## config.mk

```make
export PLATFORM = sky130hd
export DESIGN_NAME = wtm_calc
export DESIGN_NICKNAME = d
export VERILOG_FILES = /design/src/rtl/wtm_pkg.sv /design/src/rtl/wtm_metric.sv /design/src/rtl/wtm_window_acc.sv /design/src/rtl/wtm_divider.sv /design/src/rtl/wtm_calc.sv
export SDC_FILE = /design/constraint.sdc
export NUM_CORES = 1
export LEC_CHECK = 0
export BUFFER_PORTS_ARGS = -buffer_cell sky130_fd_sc_hd__buf_2
export CORE_MARGIN = 4
export CORE_UTILIZATION = 60
export DETAILED_ROUTE_END_ITERATION = 8
export PLACE_DENSITY = 0.81
export SKIP_LAST_GASP = 1
export SLEW_MARGIN = 20
export SYNTH_ARGS = -nofsm -noshare
export SYNTH_HDL_FRONTEND = slang
export SYNTH_SLANG_ARGS = --single-unit
```

## constraint.sdc

```tcl
create_clock -name clk -period 2.95 [get_ports clk]
set_input_delay 0.4425 -clock clk [delete_from_list [all_inputs] [get_ports clk]]
set_output_delay 0.4425 -clock clk [all_outputs]
set_load 0.02 [all_outputs]
```

## src/rtl/wtm_pkg.sv

```systemverilog
package wtm_pkg;

  typedef enum logic [1:0] {
    DV_IDLE,
    DV_LOAD,
    DV_STEP
  } dv_state_t;

  // Largest possible metric: weights 2..L summed.
  function automatic int metric_max(input int len);
    return (len * (len + 1)) / 2 - 1;
  endfunction

endpackage

```

## src/rtl/wtm_metric.sv

```systemverilog
module wtm_metric #(
  parameter int L    = 32,
  parameter int MW   = 10,
  parameter int MAXM = 527
) (
  input  logic          clk,
  input  logic          rst_n,
  input  logic          take,
  input  logic [L-1:0]  pattern,
  output logic [MW-1:0] metric,
  output logic          metric_valid
);

  logic [MW-1:0] term [L-1];
  logic [MW-1:0] sum;

  for (genvar j = 0; j < L - 1; j++) begin : g_pair
    assign term[j] = (pattern[j] ^ pattern[j+1]) ? MW'(L - j) : '0;
  end

  always_comb begin
    sum = '0;
    for (int j = 0; j < L - 1; j++) sum = sum + term[j];
  end

  always_ff @(posedge clk or negedge rst_n) begin
    if (!rst_n) begin
      metric       <= '0;
      metric_valid <= 1'b0;
    end else begin
      metric_valid <= take;
      if (take) metric <= sum;
    end
  end

  p_metric_range_r2: assert property (@(posedge clk) disable iff (!rst_n)
    metric_valid |-> (int'(metric) <= MAXM));

endmodule

```

## src/rtl/wtm_window_acc.sv

```systemverilog
module wtm_window_acc #(
  parameter int MW    = 10,
  parameter int CNT_W = 16,
  parameter int TW    = 26
) (
  input  logic             clk,
  input  logic             rst_n,
  input  logic             clr,
  input  logic             mvalid,
  input  logic [MW-1:0]    metric,
  output logic [MW-1:0]    peak,
  output logic [TW-1:0]    total,
  output logic [CNT_W-1:0] count
);

  always_ff @(posedge clk or negedge rst_n) begin
    if (!rst_n) begin
      peak  <= '0;
      total <= '0;
      count <= '0;
    end else if (clr) begin
      peak  <= '0;
      total <= '0;
      count <= '0;
    end else if (mvalid) begin
      total <= total + TW'(metric);
      count <= count + 1'b1;
      if (metric > peak) peak <= metric;
    end
  end

  p_peak_covers_r5: assert property (@(posedge clk) disable iff (!rst_n)
    (mvalid && !clr) |=> (peak >= $past(metric)));

  p_total_covers_r6: assert property (@(posedge clk) disable iff (!rst_n)
    (mvalid && !clr) |=> (total >= TW'($past(metric))));

endmodule

```

## src/rtl/wtm_divider.sv

```systemverilog
module wtm_divider
  import wtm_pkg::*;
#(
  parameter int MW    = 10,
  parameter int CNT_W = 16,
  parameter int TW    = 26
) (
  input  logic             clk,
  input  logic             rst_n,
  input  logic             start,
  input  logic [TW-1:0]    dividend,
  input  logic [CNT_W-1:0] divisor,
  output logic             busy,
  output logic [MW-1:0]    quotient,
  output logic             done
);

  localparam int IW = $clog2(TW + 1);

  dv_state_t        state;
  logic [CNT_W-1:0] rem;
  logic [CNT_W-1:0] dvs;
  logic [TW-1:0]    quo;
  logic [TW-1:0]    result;
  logic [IW-1:0]    iter;

  logic [CNT_W:0]   shifted;
  logic             qbit;
  logic [CNT_W:0]   diff;
  logic [TW-1:0]    quo_next;

  always_comb begin
    shifted  = {rem, quo[TW-1]};
    qbit     = (shifted >= {1'b0, dvs});
    diff     = shifted - {1'b0, dvs};
    quo_next = {quo[TW-2:0], qbit};
  end

  assign busy     = (state != DV_IDLE);
  assign quotient = result[MW-1:0];

  always_ff @(posedge clk or negedge rst_n) begin
    if (!rst_n) begin
      state  <= DV_IDLE;
      rem    <= '0;
      dvs    <= '0;
      quo    <= '0;
      result <= '0;
      iter   <= '0;
      done   <= 1'b0;
    end else begin
      done <= 1'b0;
      case (state)
        DV_IDLE: if (start) state <= DV_LOAD;
        DV_LOAD: begin
          if (divisor == '0) begin
            result <= '0;
            done   <= 1'b1;
            state  <= DV_IDLE;
          end else begin
            rem   <= '0;
            dvs   <= divisor;
            quo   <= dividend;
            iter  <= '0;
            state <= DV_STEP;
          end
        end
        DV_STEP: begin
          rem  <= qbit ? diff[CNT_W-1:0] : shifted[CNT_W-1:0];
          quo  <= quo_next;
          iter <= iter + 1'b1;
          if (iter == IW'(TW - 1)) begin
            result <= quo_next;
            done   <= 1'b1;
            state  <= DV_IDLE;
          end
        end
        default: state <= DV_IDLE;
      endcase
    end
  end

  p_done_pulse_r8: assert property (@(posedge clk) disable iff (!rst_n)
    done |=> !done);

  p_quot_fits_r8: assert property (@(posedge clk) disable iff (!rst_n)
    done |-> (result[TW-1:MW] == '0));

endmodule

```

## src/rtl/wtm_calc.sv

```systemverilog
module wtm_calc #(
  parameter  int SCAN_LEN = 32,
  parameter  int CNT_W    = 16,
  localparam int MAXM     = wtm_pkg::metric_max(SCAN_LEN),
  localparam int MW       = $clog2(MAXM + 1),
  localparam int TW       = MW + CNT_W
) (
  input  logic                clk,
  input  logic                rst_n,
  input  logic                in_valid,
  output logic                in_ready,
  input  logic [SCAN_LEN-1:0] in_pattern,
  input  logic                win_start,
  input  logic                win_end,
  output logic [MW-1:0]       metric,
  output logic                metric_valid,
  output logic [MW-1:0]       peak,
  output logic [TW-1:0]       total,
  output logic [MW-1:0]       average,
  output logic                done
);

  logic             busy;
  logic             take;
  logic             clr;
  logic [CNT_W-1:0] count;

  assign in_ready = !busy && !win_end;
  assign take     = in_valid && in_ready;
  assign clr      = win_start && !busy;

  wtm_metric #(.L(SCAN_LEN), .MW(MW), .MAXM(MAXM)) u_metric (
    .clk          (clk),
    .rst_n        (rst_n),
    .take         (take),
    .pattern      (in_pattern),
    .metric       (metric),
    .metric_valid (metric_valid)
  );

  wtm_window_acc #(.MW(MW), .CNT_W(CNT_W), .TW(TW)) u_acc (
    .clk    (clk),
    .rst_n  (rst_n),
    .clr    (clr),
    .mvalid (metric_valid),
    .metric (metric),
    .peak   (peak),
    .total  (total),
    .count  (count)
  );

  wtm_divider #(.MW(MW), .CNT_W(CNT_W), .TW(TW)) u_div (
    .clk      (clk),
    .rst_n    (rst_n),
    .start    (win_end && !busy),
    .dividend (total),
    .divisor  (count),
    .busy     (busy),
    .quotient (average),
    .done     (done)
  );

  p_metric_latency_r3: assert property (@(posedge clk) disable iff (!rst_n)
    metric_valid |-> $past(in_valid && in_ready));

  p_busy_hold_r4: assert property (@(posedge clk) disable iff (!rst_n)
    busy |=> $stable(total));

  p_avg_le_peak_r10: assert property (@(posedge clk) disable iff (!rst_n)
    done |-> (average <= peak));

endmodule

```

* Word-level counts from Yosys, hierarchy flattened
Index checks and enable logic that the tools add are counted.
Word-level totals: register bits 139, bits of input ports 37, output and inout port bits 59
Operators by class: add/subtract/negate cells 34, order comparisons 2, equality and inequality tests 7, mux-type cells 55, bitwise gates (word level) 32, reduce and logical (&&, ||, !) cells 17
Operators with widths (count):
- adder 10 bit | 30
- 2-to-1 mux 5 bit | 17
- 2-to-1 mux 26 bit | 3
- 2-to-1 mux 16 bit | 4
- case mux 26 bit (2 select lines) | 1
- 2-to-1 mux 10 bit | 5
- 2-to-1 mux 4 bit | 8
- case mux 16 bit (2 select lines) | 1
- XOR 1 bit | 31
- adder 26 x 10 -> 26 bit | 1
- case mux 10 bit (2 select lines) | 1
- greater-or-equal comparator 17 x 16 -> 1 bit | 1
- adder 16 x 1 -> 16 bit, second input constant | 1
- logical NOT 16 bit | 1
- subtractor 16 bit | 1
- 2-to-1 mux 3 bit | 4
- > comparator 10 bit | 1
- 2-to-1 mux 2 bit | 5
- case mux 5 bit (2 select lines) | 1
- AND reduction 2 bit | 4
- nonzero test 2 bit | 4
- 2-to-1 mux 6 bit | 1
- != test 2 x 1 -> 1 bit, second input constant | 3
- case mux 2 bit (3 select lines) | 1
- 12 further kinds | 17

* Longest topological paths before layout
Gate-level depths: netlist of run 1.
depth after elaboration 32, gate-level depth with buffers 21, depth with buffers taken out 21

* Modules after synthesis
Synthesis of run 1 repeated with hierarchy kept, for this count alone.
Unflattened totals: cell total of the unflattened synthesis 1042, area total of the unflattened synthesis 10162.2 sq um
By module, submodules not included:
- wtm_divider | times used 1, cells an instance 443, area each 4202.8 sq um
- wtm_window_acc | times used 1, cells an instance 354, area each 3374.5 sq um
- wtm_metric | times used 1, cells an instance 241, area each 2556.2 sq um
- wtm_calc | times used 1, cells an instance 4, area each 28.8 sq um

* Worst setup path after synthesis of run 1
Ideal clock, no wire load.
kind input port to flip-flop, start in in_pattern[10], end reg u_metric.metric[8], setup time 0.136 ns, arrival 5.166 ns, slack -2.352 ns, stages 16, path through xor2_1 > fa_1 > fa_1 > fa_1 > fa_1 > fa_1 > inv_1 > fa_1 > inv_1 > ha_1 > a21o_1 > a21o_1 > a21o_1 > a21oi_1 > xnor2_1 > o21ai_0
Between the ends: word-level cells in the longest chain between the ends 24, elaborated cells between the ends (all ways) 26, classes of those cells 22 x add/sub; 2 x mux; 2 x bitwise
Ends and longest elaborated chain:
- start: declaration | RTL line wtm_calc.sv:12 | input logic [SCAN_LEN-1:0] in_pattern,
- XOR 1 bit | RTL line wtm_metric.sv:18 | assign term[j] = (pattern[j] ^ pattern[j+1]) ? MW'(L - j) : '0;
- 2-to-1 mux 5 bit | RTL line wtm_metric.sv:18
- adder 10 bit | RTL line wtm_metric.sv:23 | for (int j = 0; j < L - 1; j++) sum = sum + term[j];
- adder 10 bit (*) (21 in a row) | RTL line wtm_metric.sv:23
- end signal: assignment | RTL line wtm_metric.sv:32 | if (take) metric <= sum;
- end: declaration | RTL line wtm_metric.sv:10 | output logic [MW-1:0] metric,
Mark *: on every way between the ends. The rest lies on a longest branch, timed or not. A chain may end at the register's enable or synchronous reset.

* Worst setup path after layout of run 1
start in in_pattern[5], end reg u_metric.metric[7]
Between the ends: word-level cells in the longest chain between the ends 29, elaborated cells between the ends (all ways) 31, classes of those cells 27 x add/sub; 2 x mux; 2 x bitwise
Ends and longest elaborated chain (RTL line):
- XOR 1 bit | wtm_metric.sv:18
- 2-to-1 mux 5 bit | wtm_metric.sv:18
- adder 10 bit | wtm_metric.sv:23
- adder 10 bit (*) (26 in a row) | wtm_metric.sv:23
Marked as above.

==> out/metrics.cfg, run 1 <==
[detailed_routing]
vias=8144
wl_per_cell_um=19.5
route.detailed.drc=0
route.met3.wl_um=1560
routed_via_density=5.88
wl_met1_um=10200
drt_iter0_drc=626
met2_length_um=13900
drt-total-wl_um=27000
highest_layer=met4
first_pass_iters=5
antenna_left=0

[timing]
finalSetupViolations=9
rsz0062_at_grt=true
min_period_ns=5.00
fin_setup_tns_ns=-14.13
hold_violations=0
fmax_ghz=0.200
fin_crit_sh=1.70
slew_headroom=0.415
maxSlewViolCount=0
tightest_slew_ns=0.874
skew_ns=0.00897
setup_ws_ns=-2.05

[logic_synthesis]
synth_commonest_cells=dfrtp_1, nand2_1, inv_1, o21ai_0, fa_1
synth_nets=1177
ys_types=65
synth_top_area_cell=dfrtp_1
synth.most_common_cell=dfrtp_1
synth_top_area_frac=0.350
synth_edf_count=0
synth_top_cells_by_area=dfrtp_1, fa_1, ha_1, nand2_1, mux2i_1
async_flop_share=1.00
syn_area_per_cell_sq_um=9.78
synthesis.instances=1017
ys_seq_area_frac=0.350
yosysWarnings=0
syn-cell-area_sq_um=9950
ys.flop_type=dfrtp_1
synth-seq-cells=139

[clock_tree]
cts_tree=done
cts.sinks=139
clk_latency_ns=0.42
cts_made_buffers=17
htree_levels=4
cts.clk_slew.worst_paths_ns=0.06
root_buffer=clkbuf_16
clock_path_buffers=2

[worst_setup_path]
crit_chain=buf_4, xor2_4, fa_2, fa_1, fa_1, fa_1, fa_1, inv_2, fa_1, inv_2, ha_4, inv_2, fa_2, nor2b_1, o21ai_1, nand2b_1, buf_4, xnor2_2, o21ai_1
critPathKind=input port to register
cp_common_cell=fa_1
worstPathRequired_ns=3.24
crit_slowest_cell=fa_1
cp-startpoint=in_pattern[5]
cp_max_fo=2
cp_slowest_stage_delay_ns=0.59
arrival_ns=5.29
cp-end-kind=register
timing.rr.start=u_metric.metric[0]
start_kind=input port

[place]
port_buffers=95
dpl_worst_slack_ns=-2.37
dp_hpwl_um=17000
placed_area_sq_um=11100
place_congestion=0.881

[grt]
gr-total-overflow=0
grt_pass1_wl_um=42400
track_usage=0.290
antenna_found_initial=0
grt_max_degree=48
grt_pass1_vias=8441

[die]
core_sq_um=16100
start_util=0.620
std_cell_rows=46
io_pins=96
die_area_sq_um=18700
die_h_um=137
die_width_um=137

[layout]
drive_gt1_frac=0.246
nFillCells=1013
syn2layout_area_growth_pct=21.8
final_nets=1315
design_area_sq_um=12100
diodes=0

[job]
maxCapViolations=0

[worst_hold_path]
hp-start=u_div.result[5]
hold_class=register to register

[run_status]
outcome=complete, but fails checks
violations=negative setup slack

cell families after synthesis:
| family | after synthesis | share of synthesized area |
|---|---|---|
| AND/OR/NAND/NOR | 272 | 0.127 |
| AO/OA/AOI/OAI | 195 | 0.129 |
| buffers and inverters | 156 | 0.0659 |
| flip-flops | 139 | 0.350 |
| adder cells (fa/ha/maj) | 123 | 0.202 |
| XOR/XNOR | 71 | 0.0625 |
| multiplexers | 61 | 0.0634 |
state kept, by name (all words and copies together) (netlist names):
signal                 cells
u_acc.total               26
u_div.quo                 26
u_acc.count               16
u_div.dvs                 16
u_div.rem                 16
u_acc.peak                10
u_div.result              10
u_metric.metric           10
u_div.iter                 5
u_div.state                2
u_div.done                 1
u_metric.metric_valid      1
cell usage in the layout (no fill, tap or decap), types with 6 or more instances in the layout:
cell type,instances
inv_2,18
o21a_1,6
buf_6,9
fa_1,49
a21o_1,8
xor2_1,33
clkbuf_16,17
xnor2_1,17
nand3_1,17
inv_1,101
a21boi_0,11
mux2_2,14
nor2_1,62
buf_4,63
mux2i_1,45
buf_2,79
fa_2,14
nor2b_1,9
a21oi_1,32
a2111o_1,6
or3_1,6
nand4_1,13
dfrtp_1,138
o21ai_1,6
o31ai_1,9
o21ai_0,73
xor2_4,11
nand2_1,121
ha_1,58
nor3_1,11
nand2b_1,6
path summary, 6_finish.rpt:
path / end / slack (ns) / depth (start not counted)
max in group asynchronous: u_metric.metric[0] / 1.62 / 3
setup reg to reg: u_acc.total[22] / 0.22 / 11
setup / recovery: u_metric.metric[7] / -2.05 / 19
min in group asynchronous: u_div.dvs[11] / 0.54 / 2
hold / removal: u_div.result[5] / 0.47 / 2
hold reg to reg: u_div.result[5] / 0.47 / 2
worst max-delay path, delay by kind of cell:
family	cells	cell delay [ns]
adder cells (fa/ha/maj)	8	3.58
buffers and inverters	5	0.45
AO/OA/AOI/OAI	2	0.17
XOR/XNOR	2	0.37
AND/OR/NAND/NOR	2	0.26
what timing repair did:
item	in CTS	in global routing
setup endpoints to repair	9	16
pin swaps	34	27
hold endpoints to repair	44	0
setup buffers	4	2
resized for setup	60	33
hold buffers	1	0
final cells by class:
type,instances,area (sq um),share of cell area
multi-input combinational,722,6220,0.513
sequential,139,3480,0.287
clock inverter,14,214,0.0176
clock buffer,18,439,0.0362
timing repair buffer,156,1050,0.0870
tap,216,270,0.0223
inverter,119,447,0.0368
through the flow:
stage          utilization  hold slack [ns]  instances
6_report             0.755            0.475       1384
5_1_grt              0.755            0.495       1384
4_1_cts              0.747            0.480       1384
3_5_place_dp         0.689            0.410       1347
3_3_place_gp         0.689            0.410       1347
2_1_floorplan            -            0.147       1017
layer usage:
metal / global-route usage / up-vias
met2: 0.502 / 339
met1: 0.354 / 4025
li1: - / 3689
met4: 0.139 / 0
met3: 0.0500 / 91
met5: 0 / -
Power of run 1 is not shown: default switching activity piles up to over one toggle a cycle in this logic, so the estimate is an artifact.
==> run 2: changes to the inputs <==
--- a/config.mk
+++ b/config.mk
@@ -5,11 +5,13 @@
 export SDC_FILE = /design/constraint.sdc
 export NUM_CORES = 1
 export LEC_CHECK = 0
+export ABC_AREA = 1
 export BUFFER_PORTS_ARGS = -buffer_cell sky130_fd_sc_hd__buf_2
-export CORE_MARGIN = 4
+export CORE_MARGIN = 2
 export CORE_UTILIZATION = 60
+export CTS_BUF_LIST = sky130_fd_sc_hd__clkbuf_2
 export DETAILED_ROUTE_END_ITERATION = 8
-export PLACE_DENSITY = 0.81
+export PLACE_DENSITY = 0.8
 export SKIP_LAST_GASP = 1
 export SLEW_MARGIN = 20
 export SYNTH_ARGS = -nofsm -noshare
==> out/metrics.cfg, run 2 <==
[clock_tree]
clk_latency_ns=0.76
cts.clk_slew.worst_paths_ns=0.26
htree_levels=4
cts.sinks=139
cts_tree=done
cts_made_buffers=17
clock_path_buffers=2
root_buffer=clkbuf_2

[grt]
track_usage=0.293
antenna_found_initial=1
grt_max_degree=64
grt_pass1_wl_um=42900
gr-total-overflow=0
grt_pass1_vias=8915

[worst_setup_path]
cp_max_fo=4
worstPathRequired_ns=3.60
critPathKind=input port to register
worstSetupEndpoint=u_metric.metric[8]
reg2reg_to=u_acc.peak[1]
arrival_ns=4.94
cp-startpoint=in_pattern[10]
timing.rr.start=u_metric.metric[9]
start_kind=input port
cp-end-kind=register
r2r_cells=6
r2r_slack_ns=0.37

[layout]
drive_gt1_frac=0.182
layout_common_cells=nand2_1, inv_1, dfrtp_1
instances_no_fill=1744
biggestRegsByFlops=u_acc.total (26), u_div.quo (26)
design_area_sq_um=12500
final_nets=1665
syn2layout_area_growth_pct=17.5
layout_commonest_cell=nand2_1

[place]
placed_area_sq_um=11800
dpl.cell_count=1701
port_buffers=95
dp_hpwl_um=18900
place_congestion=0.928

[die]
die_h_um=137
std_cell_rows=48
core_sq_um=17300
die_width_um=137
io_pins=96
start_util=0.613
die_area_sq_um=18800

[detailed_routing]
highest_layer=met4
met2_length_um=13500
first_pass_iters=6
vias=9469
routed_via_density=5.43
antenna_left=0
drt-total-wl_um=27800
wl_met1_um=11300
route.met3.wl_um=1660
drt_iter0_drc=642
route.detailed.drc=0
wl_per_cell_um=15.9

[timing]
tightest_slew_ns=0.887
fin_setup_tns_ns=-9.03
skew_ns=0.0624
finalSetupViolations=9
slew_headroom=0.408
min_period_ns=4.29
fmax_ghz=0.233
rsz0062_at_grt=true
maxSlewViolCount=0
fin_crit_sh=1.45
hold_violations=0
setup_ws_ns=-1.34

[run_status]
violations=negative setup slack
outcome=complete, but fails checks

[logic_synthesis]
ys_types=40
synth_nets=1533
syn_area_per_cell_sq_um=7.73
synth_top_area_frac=0.328
yosysWarnings=0
async_flop_share=1.00
synth_top_cells_by_area=dfrtp_1, nand2_1, fa_1, inv_1, ha_1
ys.flop_type=dfrtp_1
synth_edf_count=0
synth.most_common_cell=nand2_1
synth-seq-cells=139
synth_top_area_cell=dfrtp_1
synth_commonest_cells=nand2_1, inv_1, dfrtp_1, nand3_1, nor2_1
ys_seq_area_frac=0.328
synthesis.instances=1373
syn-cell-area_sq_um=10600

[worst_hold_path]
hold_class=input port to register

[job]
maxCapViolations=0

==> run 2: cell types whose count changed after synthesis, moves of 17 or more <==
cell,previous run,this run
inv_1,119,215
mux2i_1,45,0
nand2_1,121,408
nand3_1,17,94
nand3b_1,2,19
nand4_1,13,30
nor2_1,62,80
o21ai_0,78,48
==> run 2: worst min-delay path by stage <==
stage / slack, ns / from / depth (start not counted) / to
floorplan: 0.15 / rst_n / 0 / u_acc.count[0]
global placement: 0.46 / rst_n / 1 / u_div.rem[7]
detailed placement: 0.46 / rst_n / 1 / u_div.rem[7]
CTS: 0.02 / win_end / 4 / u_div.state[1]
global route: 0.1 / win_end / 4 / u_div.state[1]
finish: 0.07 / win_end / 4 / u_div.state[1]
==> run 2: what timing repair did <==
action                                  4_1_cts  5_1_grt
hold buffers                                  1        0
setup buffers                                 4        5
hold endpoints to repair                     61        0
endpoints found under the setup margin        9        9
gates resized for setup                      63       25
pin swaps                                    31       27
==> run 2: final cells by class <==
class | count | area [sq um]
multi-input cells | 968 | 6510
fillers | 1317 | 4820
flip-flops and latches | 139 | 3480
repair buffers | 146 | 1050
inverters | 233 | 875
well taps | 225 | 282
clock inverters | 15 | 196
clock buffers | 17 | 85.1
diodes | 1 | 2.50
==> run 2: per-stage QoR <==
step | hold WS (ns) | setup slack (ns) | utilization
after global placement | 0.457 | -2.09 | 0.681
after floorplan | 0.147 | -1.80 | -
final | 0.0666 | -1.34 | 0.721
after CTS | 0.0216 | -1.23 | 0.714
after global routing | 0.0979 | -1.43 | 0.721
after detailed placement | 0.464 | -2.16 | 0.681
==> run 2: worst max-delay path, cell delays in order <==
cell	delay [ns]
clkbuf_4	0.19
xor2_4	0.28
fa_1	0.52
fa_1	0.54
fa_2	0.46
fa_1	0.44
inv_1	0.12
fa_1	0.45
fa_1	0.54
inv_1	0.06
ha_4	0.25
a21oi_1	0.17
nand2_2	0.10
a21oi_2	0.13
o21bai_1	0.09
nand2_1	0.07
o211ai_1	0.07
==> run 2: layer usage <==
layer,global-route usage,vias to the layer above
met5,0,-
met3,0.0422,83
met4,0.120,0
met2,0.487,360
li1,-,4575
met1,0.387,4451
==> run 2: kinds of logic after synthesis <==
group	after synthesis	synth area share
adders and majority gates	123	0.190
and+or+nand+nor	670	0.274
xor gates and xnor gates	52	0.0429
DFF	139	0.328
AOI/OAI and AO/OA	123	0.0651
buffers and inverters	266	0.100
Power of run 2 is left out for the same reason.
==> run 3: changes to the inputs <==
--- a/config.mk
+++ b/config.mk
@@ -8,10 +8,10 @@
 export ABC_AREA = 1
 export BUFFER_PORTS_ARGS = -buffer_cell sky130_fd_sc_hd__buf_2
 export CORE_MARGIN = 2
-export CORE_UTILIZATION = 60
+export CORE_UTILIZATION = 55
 export CTS_BUF_LIST = sky130_fd_sc_hd__clkbuf_2
 export DETAILED_ROUTE_END_ITERATION = 8
-export PLACE_DENSITY = 0.8
+export PLACE_DENSITY = 0.75
 export SKIP_LAST_GASP = 1
 export SLEW_MARGIN = 20
 export SYNTH_ARGS = -nofsm -noshare
==> constraint.sdc (replaced) <==
create_clock -name clk -period 2.95 [get_ports clk]
set_input_delay 0.7375 -clock clk [delete_from_list [all_inputs] [get_ports clk]]
set_output_delay 0.7375 -clock clk [all_outputs]
set_load 0.02 [all_outputs]
==> out/metrics.cfg, run 3 (synthesis results as in run 2) <==
[layout]
design_area_sq_um=12400
final_nets=1666
biggestRegsByFlops=u_acc.total (26), u_div.quo (26)
instances_no_fill=1780
layout_commonest_cell=nand2_1
layout_common_cells=nand2_1, inv_1, dfrtp_1
drive_gt1_frac=0.184
utilization=0.658
syn2layout_area_growth_pct=16.8

[grt]
track_usage=0.259
grt.met2_usage=0.435
grt_max_degree=52
grt_pass1_vias=8876
gr-total-overflow=0
busiest_layer=met2
grt_pass1_wl_um=42100
gr-usage-met1=0.358
grtUsageMet3=0.0392
antenna_found_initial=1

[clock_tree]
cts_made_buffers=17
cts_tree=done
htree_levels=4
cts.sinks=139
cts.clk_slew.worst_paths_ns=0.25
clk_latency_ns=0.77
root_buffer=clkbuf_2
clock_path_buffers=2

[detailed_routing]
drt-total-wl_um=25800
first_pass_iters=5
antenna_left=0
routed_via_density=5.16
vias=9192
wl_per_cell_um=14.5
route.detailed.drc=0
drt_iter0_drc=621

[die]
io_pins=96
die_h_um=143
std_cell_rows=50
core_sq_um=18800
die_width_um=143
die_area_sq_um=20400
start_util=0.564

[run_status]
outcome=complete, but fails checks
violations=negative setup slack

[worst_setup_path]
start_kind=input port
critPathKind=input port to register
cp_max_fo=2
crit_slowest_cell=fa_1
worstPathRequired_ns=3.66
critPathBufInv=6
cp_top_family=adder cells
arrival_ns=5.29
crit_chain=buf_12, xor2_4, inv_2, fa_1, fa_1, inv_2, fa_1, fa_1, fa_1, inv_2, fa_1, inv_2, ha_4, inv_2, fa_2, nor2_2, a211oi_2, xor2_1, o21ai_1
cp_slowest_stage_delay_ns=0.55
cp-end-kind=register
cp_common_cell=fa_1

[timing]
fmax_ghz=0.218
finalSetupViolations=9
maxSlewViolCount=0
rsz0062_at_grt=true
hold_violations=0
min_period_ns=4.58
skew_ns=0.0670
fin_crit_sh=1.55
tightest_slew_ns=0.842
setup_ws_ns=-1.63
slew_headroom=0.438

[place]
dpl.cell_count=1740
dp_hpwl_um=19300
dpl_worst_slack_ns=-2.49
port_buffers=95
place_congestion=0.929
placed_area_sq_um=11900

[worst_hold_path]
hold_class=input port to register

[job]
maxCapViolations=0

run 3: cell count changes in the layout (fill, tap and decap cells not counted), sizes merged:
cell      previous run  this run
clkbuf              21        18
buf                141       145
clkinvlp             0         1
clkinv               6         7
bufinv               2         0
run 3: path summary, 6_finish.rpt:
path                                          from            endpoint  slack [ns]  depth (start not counted)
worst max-delay path                in_pattern[18]  u_metric.metric[7]       -1.63                         19
worst min-delay path                       win_end      u_div.state[1]        0.34                          4
worst max register to register  u_metric.metric[9]       u_acc.peak[0]        0.53                          6
worst min register to register       u_div.dvs[12]       u_div.dvs[12]        0.52                          2
max in group asynchronous                    rst_n      u_acc.total[2]        1.86                          3
min in group asynchronous                    rst_n        u_div.rem[6]        0.39                          2
run 3: cell type report:
type,instances,area (sq um)
repair buffers,147,977
clock buffers,17,85.1
clock inverters,15,173
well taps,260,325
diodes,1,2.50
multi-input cells,968,6480
inverters,233,875
flip-flops and latches,139,3480
fillers,1605,6440
run 3: through the flow:
step | setup TNS (ns) | hold WS, ns
6_report | -11.48 | 0.343
5_1_grt | -12.05 | 0.334
4_1_cts | -10.65 | 0.301
3_5_place_dp | -19.14 | 0.474
3_3_place_gp | -18.45 | 0.466
2_1_floorplan | -15.40 | 0.442
run 3: layer usage:
layer | vias to the layer above | routed length [um]
met2 | 259 | 12700
met3 | 45 | 1260
met1 | 4318 | 11400
met5 | - | 0
met4 | 0 | 543
li1 | 4570 | -
run 3: repair_timing:
| action | CTS | global route |
|---|---|---|
| gates resized for setup | 35 | 30 |
| hold endpoints to repair | 42 | 0 |
| hold buffers | 1 | 0 |
| setup buffers | 4 | 3 |
| pin swaps | 40 | 28 |
| endpoints found under the setup margin | 9 | 10 |
run 3: worst min-delay path: stages:
cell	delay, ns
buf_2	0.09
o21ai_0	0.12
nand2_1	0.08
o21ai_0	0.07
Power of run 3 is left out for the same reason.
